**src/rtl/nib_io_target_pkg.sv**
```systemverilog
package nib_io_target_pkg;

    typedef enum logic [2:0] {
        PH_IDLE,
        PH_START,
        PH_ADDR,
        PH_WDATA,
        PH_HTURN,
        PH_SYNC,
        PH_RDATA,
        PH_TTURN
    } phase_e;

    localparam logic [3:0] NIB_START_TGT = 4'h0;
    localparam logic [3:0] NIB_TYPE_RD   = 4'h0;
    localparam logic [3:0] NIB_TYPE_WR   = 4'h2;
    localparam logic [3:0] NIB_SYNC_OK   = 4'h0;
    localparam logic [3:0] NIB_SYNC_WAIT = 4'h5;
    localparam logic [3:0] NIB_SYNC_ERR  = 4'hA;
    localparam logic [3:0] NIB_ONES      = 4'hF;

    typedef struct packed {
        phase_e      ph;
        logic [1:0]  cnt;
        logic        start_ok;
        logic        is_wr;
        logic [15:0] addr;
        logic [7:0]  wdata;
        logic [7:0]  rdata;
        logic        done;
        logic        err;
    } tgt_state_t;

endpackage

```
**src/rtl/nib_window_match.sv**
```systemverilog
module nib_window_match #(
    parameter logic [15:0] BASE   = 16'h0A40,
    parameter int          LOC_AW = 4
) (
    input  logic [15:0] addr,
    output logic        hit
);
    generate
        if (LOC_AW >= 16) begin : g_full
            logic unused_addr;
            assign unused_addr = ^addr;
            assign hit = 1'b1;
        end else begin : g_cmp
            assign hit = (addr[15:LOC_AW] == BASE[15:LOC_AW]);
        end
    endgenerate
endmodule

```
**src/rtl/nib_wait_timer.sv**
```systemverilog
module nib_wait_timer #(
    parameter int LIMIT = 8
) (
    input  logic clk,
    input  logic rst_n,
    input  logic clr,
    input  logic tick,
    output logic expired
);
    localparam int TW = $clog2(LIMIT + 1);
    localparam logic [TW-1:0] LIM_V = TW'(LIMIT);

    logic [TW-1:0] cnt_d, cnt_q;

    always_comb begin
        cnt_d = cnt_q;
        if (clr)       cnt_d = '0;
        else if (tick) cnt_d = cnt_q + 1'b1;
    end

    always_ff @(posedge clk or negedge rst_n) begin
        if (!rst_n) cnt_q <= '0;
        else        cnt_q <= cnt_d;
    end

    assign expired = (cnt_q == LIM_V);
endmodule

```
**src/rtl/nib_io_target.sv**
```systemverilog
module nib_io_target
    import nib_io_target_pkg::*;
#(
    parameter logic [15:0] WIN_BASE   = 16'h0A40,
    parameter int          WIN_SPAN   = 16,
    parameter int          WAIT_LIMIT = 8,
    localparam int         LOC_AW     = $clog2(WIN_SPAN)
) (
    input  logic              clk,
    input  logic              rst_n,
    input  logic              frame_n,
    input  logic [3:0]        nib_in,
    output logic [3:0]        nib_out,
    output logic              nib_oe,
    output logic [LOC_AW-1:0] loc_addr,
    output logic              loc_wr,
    output logic [7:0]        loc_wdata,
    output logic              loc_rd,
    input  logic [7:0]        loc_rdata,
    input  logic              loc_ready,
    input  logic              loc_err
);
    tgt_state_t cur_q, cur_d;
    logic win_hit;
    logic tmr_clr, tmr_tick, tmr_expired;
    logic strobe_slot;

    nib_window_match #(.BASE(WIN_BASE), .LOC_AW(LOC_AW)) u_win (
        .addr (cur_q.addr),
        .hit  (win_hit)
    );

    nib_wait_timer #(.LIMIT(WAIT_LIMIT)) u_tmr (
        .clk     (clk),
        .rst_n   (rst_n),
        .clr     (tmr_clr),
        .tick    (tmr_tick),
        .expired (tmr_expired)
    );

    assign tmr_clr  = (cur_q.ph != PH_SYNC);
    assign tmr_tick = (cur_q.ph == PH_SYNC) && !cur_q.done && !tmr_expired;

    // Next-state computation
    always_comb begin
        cur_d = cur_q;
        if (!frame_n) begin
            // Any framed clock restarts decoding; last nibble wins
            cur_d.ph       = PH_START;
            cur_d.start_ok = (nib_in == NIB_START_TGT);
        end else begin
            unique case (cur_q.ph)
                PH_IDLE: ;
                PH_START: begin
                    if (cur_q.start_ok && (nib_in == NIB_TYPE_RD || nib_in == NIB_TYPE_WR)) begin
                        cur_d.ph    = PH_ADDR;
                        cur_d.cnt   = 2'd0;
                        cur_d.is_wr = (nib_in == NIB_TYPE_WR);
                        cur_d.done  = 1'b0;
                        cur_d.err   = 1'b0;
                    end else begin
                        cur_d.ph = PH_IDLE;
                    end
                end
                PH_ADDR: begin
                    cur_d.addr = {cur_q.addr[11:0], nib_in};
                    cur_d.cnt  = cur_q.cnt + 2'd1;
                    if (cur_q.cnt == 2'd3) begin
                        cur_d.cnt = 2'd0;
                        cur_d.ph  = cur_q.is_wr ? PH_WDATA : PH_HTURN;
                    end
                end
                PH_WDATA: begin
                    if (!win_hit) begin
                        cur_d.ph = PH_IDLE;
                    end else begin
                        if (cur_q.cnt == 2'd0) cur_d.wdata[3:0] = nib_in;
                        else                   cur_d.wdata[7:4] = nib_in;
                        cur_d.cnt = cur_q.cnt + 2'd1;
                        if (cur_q.cnt == 2'd1) begin
                            cur_d.cnt = 2'd0;
                            cur_d.ph  = PH_HTURN;
                        end
                    end
                end
                PH_HTURN: begin
                    if (cur_q.cnt == 2'd0 && !win_hit) begin
                        cur_d.ph = PH_IDLE;
                    end else begin
                        if (!cur_q.done && loc_ready) begin
                            cur_d.done  = 1'b1;
                            cur_d.err   = loc_err;
                            cur_d.rdata = loc_rdata;
                        end
                        cur_d.cnt = cur_q.cnt + 2'd1;
                        if (cur_q.cnt == 2'd1) begin
                            cur_d.cnt = 2'd0;
                            cur_d.ph  = PH_SYNC;
                        end
                    end
                end
                PH_SYNC: begin
                    if (cur_q.done || tmr_expired) begin
                        cur_d.cnt = 2'd0;
                        cur_d.ph  = (cur_q.done && !cur_q.err && !cur_q.is_wr) ? PH_RDATA : PH_TTURN;
                    end else if (loc_ready) begin
                        cur_d.done  = 1'b1;
                        cur_d.err   = loc_err;
                        cur_d.rdata = loc_rdata;
                    end
                end
                PH_RDATA: begin
                    cur_d.cnt = cur_q.cnt + 2'd1;
                    if (cur_q.cnt == 2'd1) begin
                        cur_d.cnt = 2'd0;
                        cur_d.ph  = PH_TTURN;
                    end
                end
                PH_TTURN: begin
                    cur_d.cnt = cur_q.cnt + 2'd1;
                    if (cur_q.cnt == 2'd1) begin
                        cur_d.cnt = 2'd0;
                        cur_d.ph  = PH_IDLE;
                    end
                end
                default: cur_d.ph = PH_IDLE;
            endcase
        end
    end

    always_ff @(posedge clk or negedge rst_n) begin
        if (!rst_n) begin
            cur_q <= '{ph: PH_IDLE, cnt: 2'd0, start_ok: 1'b0, is_wr: 1'b0,
                       addr: 16'h0, wdata: 8'h0, rdata: 8'h0, done: 1'b0, err: 1'b0};
        end else begin
            cur_q <= cur_d;
        end
    end

    // Moore outputs from the registered phase
    always_comb begin
        nib_oe  = 1'b0;
        nib_out = NIB_ONES;
        unique case (cur_q.ph)
            PH_SYNC: begin
                nib_oe = 1'b1;
                if (cur_q.done)       nib_out = cur_q.err ? NIB_SYNC_ERR : NIB_SYNC_OK;
                else if (tmr_expired) nib_out = NIB_SYNC_ERR;
                else                  nib_out = NIB_SYNC_WAIT;
            end
            PH_RDATA: begin
                nib_oe  = 1'b1;
                nib_out = cur_q.cnt[0] ? cur_q.rdata[7:4] : cur_q.rdata[3:0];
            end
            PH_TTURN: begin
                nib_oe  = !cur_q.cnt[0];
                nib_out = NIB_ONES;
            end
            default: ;
        endcase
    end

    assign strobe_slot = (cur_q.ph == PH_HTURN) && (cur_q.cnt == 2'd0) && win_hit;
    assign loc_rd      = strobe_slot && !cur_q.is_wr;
    assign loc_wr      = strobe_slot && cur_q.is_wr;
    assign loc_wdata   = cur_q.wdata;
    assign loc_addr    = cur_q.addr[LOC_AW-1:0];

endmodule

```
**config.mk**
```make
export PLATFORM = sky130hd
export DESIGN_NAME = nib_io_target
export DESIGN_NICKNAME = d
export VERILOG_FILES = /design/src/rtl/nib_io_target_pkg.sv /design/src/rtl/nib_window_match.sv /design/src/rtl/nib_wait_timer.sv /design/src/rtl/nib_io_target.sv
export SDC_FILE = /design/constraint.sdc
export NUM_CORES = 1
export LEC_CHECK = 0
export BUFFER_PORTS_ARGS = -buffer_cell sky130_fd_sc_hd__buf_4
export CAP_MARGIN = 20
export CELL_PAD_IN_SITES_DETAIL_PLACEMENT = 1
export CELL_PAD_IN_SITES_GLOBAL_PLACEMENT = 2
export CORE_UTILIZATION = 35
export CTS_BUF_LIST = sky130_fd_sc_hd__clkbuf_8
export DETAILED_ROUTE_END_ITERATION = 10
export GPL_ROUTABILITY_DRIVEN = 0
export PLACE_DENSITY = 0.87
export SETUP_SLACK_MARGIN = 0.4
export SLEW_MARGIN = 20
export SYNTH_ARGS = -nofsm -noshare
export SYNTH_HDL_FRONTEND = slang
export SYNTH_SLANG_ARGS = --single-unit
```
**constraint.sdc**
```tcl
create_clock -name clk -period 1.95 [get_ports clk]
set_clock_uncertainty 0.05 [all_clocks]
set_input_delay 0 -clock clk [delete_from_list [all_inputs] [get_ports clk]]
set_output_delay 0 -clock clk [all_outputs]
set_load 0.005 [all_outputs]
```
==> impl_results.md, run 1 <==
- Status: completed
- Critical path's slowest cell: dfrtp_1
- DRC Markers: 0
- Vias in the first global route: 2195
- 1st-iter DRT viols: 91
- Crit-path most repeated cell: buf_4
- Largest net degree at the start of global routing: 46
- CTS tree: built
- Total Wirelength: 8250 µm
- Antenna Nets Post-Route: 0
- VDD IR max: 0.338 mV
- NetSw: 0.000506 W
- Pre-CTS setup slack: 0.0280 ns
- Minimum clock period: 1.95 ns
- Worst-skew pair later-pin latency: 0.32 ns
- Initial cell density of the core: 0.367
- Power density over cell area: 498 mW/mm²
- Reg clk slew, reported paths: 0.09 ns
- Die Y: 86.8 µm
- Clock Power Share: 0.346
- Ys flop type: dfrtp_1
- Synth async-reset ratio: 1.00
- CP required: 2.12 ns
- Die Wd: 86.8 µm
- Ratio of cells with drive above 1 in the final layout: 0.538
- H-tree Lvls: 2
- Leak Pwr: 1.74 nW
- Clock buffer depth: 2
- Post-synth cell types: 47
- Clock Sinks: 45
- Worst Setup End Kind: flop
- Syn Inst Count: 221
- Drt first pass iters: 4
- Worst hold slack: 0.0625 ns
- Drt wl/cell: 20.2 µm
- Net Sw Frac: 0.269
- Relative slew margins: 0.604
- Synth area leaders: dfrtp_1 45%, mux2_2 10%, buf_4 4.5%
- # diodes: 0
- Slew of the pin with the lowest slew margin: 0.594 ns
- Max_cap viols: 0
- Total track usage: 0.204
- Antenna violations before repair: 0
- Post-synth EDFFs: 0
- Cell internal pwr: 0.00138 W
- Placement Cell Area: 0.00297 mm²
- Number of I/O pins: 36
- Worst Slack Setup Final: 0.00261 ns
- Clock root buffer: clkbuf_8
- Design area: 0.00378 mm²
- RSZ-0062 raised after global routing: yes
- Max Freq: 514 MHz
- FP Rows: 30
- Detailed Place HPWL: 4040 µm
- Mapped Nets: 245
- Crit-path max FO: 5
- Fillers: 719
- Biggest area consumer among synthesized cells: dfrtp_1
- Synthesis Warnings: 0
- Synth cell count leaders: 45 x dfrtp_1, 23 x mux2_2, 15 x buf_4, 15 x nand2_1, 13 x a21oi_1
- Fin. max-slew vios: 0
- Core area: 0.00687 mm²
- Final #Nets: 335
- Final worst path period share: 0.999
- Hold/Removal Path Class: primary input to flop
- Area share of the largest cell type after synthesis: 0.447
- Port buffer count: 35
- First-pass GRT wire length: 11500 µm
- Syn Area/Cell: 11.4 µm²
- Count leader, synth: dfrtp_1
- Cell Area, Synth: 0.00252 mm²
- Via count: 2080
- Grt ovf: 0
- Critical path class: flop to flop
- TritonCTS Buffers: 5
- CP Cell Sequence: inv_2 -> ha_4 -> nand4bb_4 -> a31oi_1 -> a211oi_4 -> buf_4 -> buf_4 -> o21ai_1
- CP peak stage delay: 0.44 ns
- Die area: 0.00754 mm²
- Final Hold Violating Endpoints: 0
- Crit path launch type: flop
- Seq pwr share: 0.510
- Register area share after synthesis: 0.447
- Via count normalized by instance count: 5.10
- Final Setup Violations: 0
- Comb power frac: 0.144
- Yosys reg bits: 45
- Critical Path AT: 2.12 ns
- Synthesis-to-layout area growth: 50.0%
power by group through the flow:
stage	Sequential (W)	Combinational [W]	Clock, W
2_1_floorplan	0.000972	0.000117	0
3_3_place_gp	0.000975	0.000182	0
3_5_place_dp	0.000976	0.000185	0
4_1_cts	0.000958	0.000242	0.000653
5_1_grt	0.000962	0.000290	0.000694
6_report	0.000960	0.000271	0.000651
cell usage in the layout, fill, tap and decap left out, types with 2 or more instances in the layout:
| cell | n |
|---|---|
| nor4b_4 | 4 |
| a21oi_1 | 8 |
| nor3b_1 | 2 |
| dfrtp_2 | 3 |
| clkinv_4 | 2 |
| buf_8 | 2 |
| nand4_1 | 2 |
| o21ai_1 | 2 |
| o21ai_0 | 4 |
| mux2_1 | 7 |
| mux2i_1 | 8 |
| a21oi_2 | 4 |
| nor2_4 | 2 |
| dfrtp_1 | 42 |
| nand2_4 | 2 |
| nand2_1 | 10 |
| mux2_4 | 24 |
| ha_4 | 2 |
| inv_1 | 5 |
| clkbuf_8 | 6 |
| ha_1 | 4 |
| nor3_2 | 3 |
| nand2b_1 | 2 |
| buf_6 | 12 |
| nand3_1 | 2 |
| dlygate4sd3_1 | 15 |
| nor3_1 | 4 |
| nand4b_1 | 2 |
| mux2_2 | 3 |
| nand2_2 | 4 |
| buf_4 | 73 |
| nor2_1 | 10 |
| xor2_1 | 2 |
| inv_2 | 4 |
registers in the layout, summed over array words and instances (netlist names):
signal / flops
cur_q: 29
loc_wdata: 8
loc_addr: 4
u_tmr.cnt_q: 4
metal layers:
layer  vias to the layer above  global-route usage  wire length, µm
met5                         -                   0                0
met4                         0              0.0606              311
met1                      1058               0.241             3330
li1                        953                   -                -
met3                        22              0.0419              238
met2                        47               0.372             4370
worst paths after layout:
path	from	end	slack (ns)	depth (start not counted)
worst min register to register	cur_q[6]	cur_q[6]	0.44	1
min in group asynchronous	rst_n	cur_q[9]	0.17	2
worst max register to register	cur_q[37]	cur_q[0]	0.003	8
max in group asynchronous	rst_n	cur_q[40]	1.23	2
worst min-delay path	frame_n	cur_q[38]	0.06	4
worst max-delay path	cur_q[37]	cur_q[0]	0.003	8
critical path: cells and delay by family (launching register included):
kind	cells	cell delay (ns)
compound gates	3	0.60
fa+ha+maj	1	0.17
buf+inv	3	0.42
flops	1	0.44
simple gates	1	0.16
through the flow:
step | TNS, ns | cells | util | total power [W]
after global routing | -0.169 | 408 | 0.550 | 0.00195
after detailed placement | 0 | 344 | 0.432 | 0.00116
final | 0 | 408 | 0.550 | 0.00188
after floorplan | 0 | 221 | - | 0.00109
after global placement | 0 | 344 | 0.432 | 0.00116
after CTS | 0 | 390 | 0.516 | 0.00185
final cells by class:
class | count | area [µm²] | area share
multi-input cells | 145 | 1480 | 0.392
flip-flops and latches | 45 | 1130 | 0.299
repair buffers | 104 | 908 | 0.240
well taps | 96 | 120 | 0.0318
clock buffers | 6 | 82.6 | 0.0219
inverters | 10 | 42.5 | 0.0113
clock inverters | 2 | 13.8 | 0.00364
kinds of logic after synthesis:
kind of cell    after synthesis  share of synthesized area
compound gates               29                     0.0750
xor+xnor                      3                     0.0104
fa+ha+maj                     7                     0.0348
buf+inv                      31                     0.0705
flops                        45                      0.447
mux                          43                      0.189
simple gates                 63                      0.173
repair_timing:
item,in CTS,in global routing
pin swaps,12,15
hold endpoints to repair,70,0
setup endpoints to repair,47,49
gates cloned,1,1
resized for setup,35,30
setup buffers,22,17
hold buffers,15,0
No activity file was read; power rests on OpenSTA's default activity.
==> run 2, diff against run 1 <==
- ABC_AREA: default -> 1
- CORE_ASPECT_RATIO: default -> 1.5
- CORE_UTILIZATION: 35 -> 31
- PLACE_DENSITY: 0.87 -> 0.88
==> run 2 against run 1 <==
Net effect:
- total power rose by 24%
- the flow now finishes with violations (negative hold slack)
- synthesized area fell by 0.55%
- critical path depth fell by 1
- via count grew 22%
- non-clock buffer count shrank 2
- largest power group unchanged
- maximum frequency grew 13%
- critical path type is now flop to output port
==> impl_results.md, run 2 <==
- Relative slew margins: 0.618 (was 0.604)
- Synth area leaders: dfrtp_1 45%, nand2_1 12%, nor2_1 6.0% (was dfrtp_1 45%, mux2_2 10%, buf_4 4.5%)
- Mux share of post-synthesis cell area: 0.00899 (was 0.189)
- Antenna violations before repair: 0 (unchanged)
- Placement Cell Area: 0.00282 mm² (was 0.00297 mm²)
- Crit path launch type: flop (unchanged)
- Syn Inst Count: 320 (was 221)
- 1st-iter DRT viols: 141 (was 91)
- Clock Sinks: 45 (unchanged)
- Hold_sp: nib_in[3] (was frame_n)
- Ys flop type: dfrtp_1 (unchanged)
- Mapped Nets: 344 (was 245)
- Via count: 2541 (was 2080)
- Crit-path max FO: 5 (unchanged)
- Synth cell count leaders: 82 x nand2_1, 45 x dfrtp_1, 40 x nor2_1 (was 45 x dfrtp_1, 23 x mux2_2, 15 x buf_4, 15 x nand2_1, 13 x a21oi_1)
- Critical Path AT: 1.67 ns (was 2.12 ns)
- # diodes: 0 (unchanged)
- Slew of the pin with the lowest slew margin: 0.574 ns (was 0.594 ns)
- Total track usage: 0.202 (was 0.204)
- Worst hold slack: -0.0128 ns (was 0.0625 ns)
- Syn Area/Cell: 7.83 µm² (was 11.4 µm²)
- Worst-skew pair later-pin latency: 0.31 ns (was 0.32 ns)
- Compound-Gate Fraction of Synth Area: 0.101 (was 0.0750)
- Grt ovf: 0 (unchanged)
- Fin. max-slew vios: 0 (unchanged)
- Post-synthesis simple-gate area fraction: 0.295 (was 0.173)
- Ratio of cells with drive above 1 in the final layout: 0.433 (was 0.538)
- Post-synth cell types: 27 (was 47)
- Reg with most FFs: cur_q (unchanged)
- Drt first pass iters: 4 (unchanged)
- Final worst path period share: 0.883 (was 0.999)
- Largest family of logic cells by synthesized area: simple AND/OR/NAND/NOR gates (was multiplexers)
- Max reg flops: 29 (unchanged)
- Final Hold Violating Endpoints: 1 (was 0)
- Number of I/O pins: 36 (unchanged)
- Count leader, synth: nand2_1 (was dfrtp_1)
- Cell Area, Synth: 0.00250 mm² (was 0.00252 mm²)
- Post-synth EDFFs: 0 (unchanged)
- Drt wl/cell: 17.3 µm (was 20.2 µm)
- CP peak stage delay: 0.44 ns (about the same)
- Biggest area consumer among synthesized cells: dfrtp_1 (unchanged)
- CP required: 1.90 ns (was 2.12 ns)
- Synthesis Warnings: 0 (unchanged)
- Status: finished with violations (was completed)
- CP top delay family: flip-flops (was compound AO/OA/AOI/OAI gates)
- Failing checks: negative hold slack
- Post-Synth Adder-Cell Area: 0.0350 (was 0.0348)
- Die Y: 112 µm (was 86.8 µm)
- Power density over cell area: 596 mW/mm² (was 498 mW/mm²)
- Vias in the first global route: 2707 (was 2195)
- Minimum clock period: 1.72 ns (was 1.95 ns)
- XOR/XNOR Fraction of Synth Area: 0 (was 0.0104)
- Design area: 0.00393 mm² (was 0.00378 mm²)
- Fillers: 926 (was 719)
- Worst Setup End Kind: output port (was flop)
- Synthesis-to-layout area growth: 56.9% (was 50.0%)
- Antenna Nets Post-Route: 0 (unchanged)
- Critical path startpoint: cur_q[39] (was cur_q[37])
- Area share of the largest cell type after synthesis: 0.450 (was 0.447)
- Max_cap viols: 0 (unchanged)
- RSZ-0062 raised after global routing: yes (unchanged)
- Die area: 0.00845 mm² (was 0.00754 mm²)
- Initial cell density of the core: 0.325 (was 0.367)
- CTS tree: built (unchanged)
- CP Buf/Inv Count: 3 (unchanged)
- Leak Pwr: 1.89 nW (was 1.74 nW)
- H-tree Lvls: 2 (unchanged)
- Final Setup Violations: 0 (unchanged)
- Worst reg2reg startpoint: cur_q[38] (was cur_q[37])
- VDD IR max: 0.311 mV (was 0.338 mV)
- Final setup TNS: 0 ns (unchanged)
- Most frequent cells in the layout: 72 x buf_4, 66 x nand2_1, 41 x dfrtp_1, 27 x nor2_1, 19 x inv_1 (was 73 x buf_4, 42 x dfrtp_1, 24 x mux2_4, 15 x dlygate4sd3_1, 12 x buf_6)
- Reg clk slew, reported paths: 0.09 ns (about the same)
- CP Cell Sequence: buf_6 -> nand2_2 -> nor2_4 -> inv_4 -> nand2_4 -> o311ai_4 -> buf_4 (was inv_2 -> ha_4 -> nand4bb_4 -> a31oi_1 -> a211oi_4 -> buf_4 -> buf_4 -> o21ai_1)
- Critical path class: flop to output port (was flop to flop)
- Detailed Place HPWL: 5120 µm (was 4040 µm)
- Synth async-reset ratio: 1.00 (unchanged)
- DRC Markers: 0 (unchanged)
- Clock buffer depth: 2 (unchanged)
- Largest net degree at the start of global routing: 46 (unchanged)
- First-pass GRT wire length: 12700 µm (was 11500 µm)
- Core area: 0.00771 mm² (was 0.00687 mm²)
- Yosys reg bits: 45 (unchanged)
- Die Wd: 75.4 µm (was 86.8 µm)
- Most common cell after layout, fill and taps aside: buf_4 (unchanged)
- Final #Nets: 434 (was 335)
- Register area share after synthesis: 0.450 (was 0.447)
- Max Freq: 581 MHz (was 514 MHz)
- Hold/Removal Path Class: primary input to flop (unchanged)
- Total Wirelength: 8890 µm (was 8250 µm)
- Port buffer count: 35 (unchanged)
- Via count normalized by instance count: 4.95 (was 5.10)
- Clock root buffer: clkbuf_8 (unchanged)
- Critical path's slowest cell: dfrtp_2 (was dfrtp_1)
- FP Rows: 39 (was 30)
- TritonCTS Buffers: 5 (unchanged)
==> run 2: logic make-up after synthesis <==
family	after synthesis
buf+inv	53
compound gates	46
fa+ha+maj	7
mux	2
simple gates	167
flops	45
==> run 2: per-layer routing <==
layer	global-route usage	vias up	routed length (µm)
met1	0.196	1259	3240
li1	-	1203	-
met2	0.398	58	5210
met4	0.0741	0	239
met5	0	-	0
met3	0.0377	21	201
==> run 2: worst reg2reg max path, delay by kind of cell (launching register included) <==
family          cells  cell delay, ns
simple gates        7            0.73
flops               1            0.44
buf+inv             3            0.36
compound gates      1            0.05
==> run 2: through the flow <==
stage | power, W | util | hold WS (ns) | instances | setup WS, ns
final | 0.00234 | 0.510 | -0.0128 | 513 | 0.228
after global routing | 0.00244 | 0.510 | 0.00612 | 513 | 0.160
after CTS | 0.00229 | 0.461 | -0.000903 | 492 | 0.272
after detailed placement | 0.00139 | 0.365 | -0.00680 | 445 | 0.131
after global placement | 0.00138 | 0.365 | -0.0145 | 445 | 0.129
after floorplan | 0.00126 | - | -0.346 | 320 | 0.409
==> run 2: layout make-up <==
cell class	count	area (µm²)	share of cell area
clock buffer	6	82.6	0.0210
multi-input combinational	223	1500	0.382
sequential	45	1130	0.288
clock inverter	2	33.8	0.00860
tap	102	128	0.0325
inverter	33	149	0.0379
timing repair buffer	102	906	0.230
==> run 2: path summary, 6_finish.rpt <==
path | end | slack, ns | cells after the start
worst max-delay path | nib_out[3] | 0.23 | 7
worst min-delay path | cur_q[34] | -0.01 | 4
worst max register to register | cur_q[39] | 0.25 | 11
worst min register to register | cur_q[6] | 0.43 | 2
max in group asynchronous | cur_q[40] | 1.24 | 2
min in group asynchronous | cur_q[29] | 0.19 | 2
==> run 2: report_power, final <==
group          total [W]  internal, W  leakage [nW]  switching [W]
logic           0.000548     0.000209          1.24       0.000339
registers        0.00105     0.000991         0.592      0.0000544
clock network   0.000749     0.000413        0.0626       0.000336
==> run 2: timing repair <==
action	in CTS	in global routing
setup buffers	22	18
setup endpoints to repair	42	42
hold buffers	16	0
hold endpoints to repair	65	0
resized for setup	78	49
pin swaps	17	27
cloned	1	3
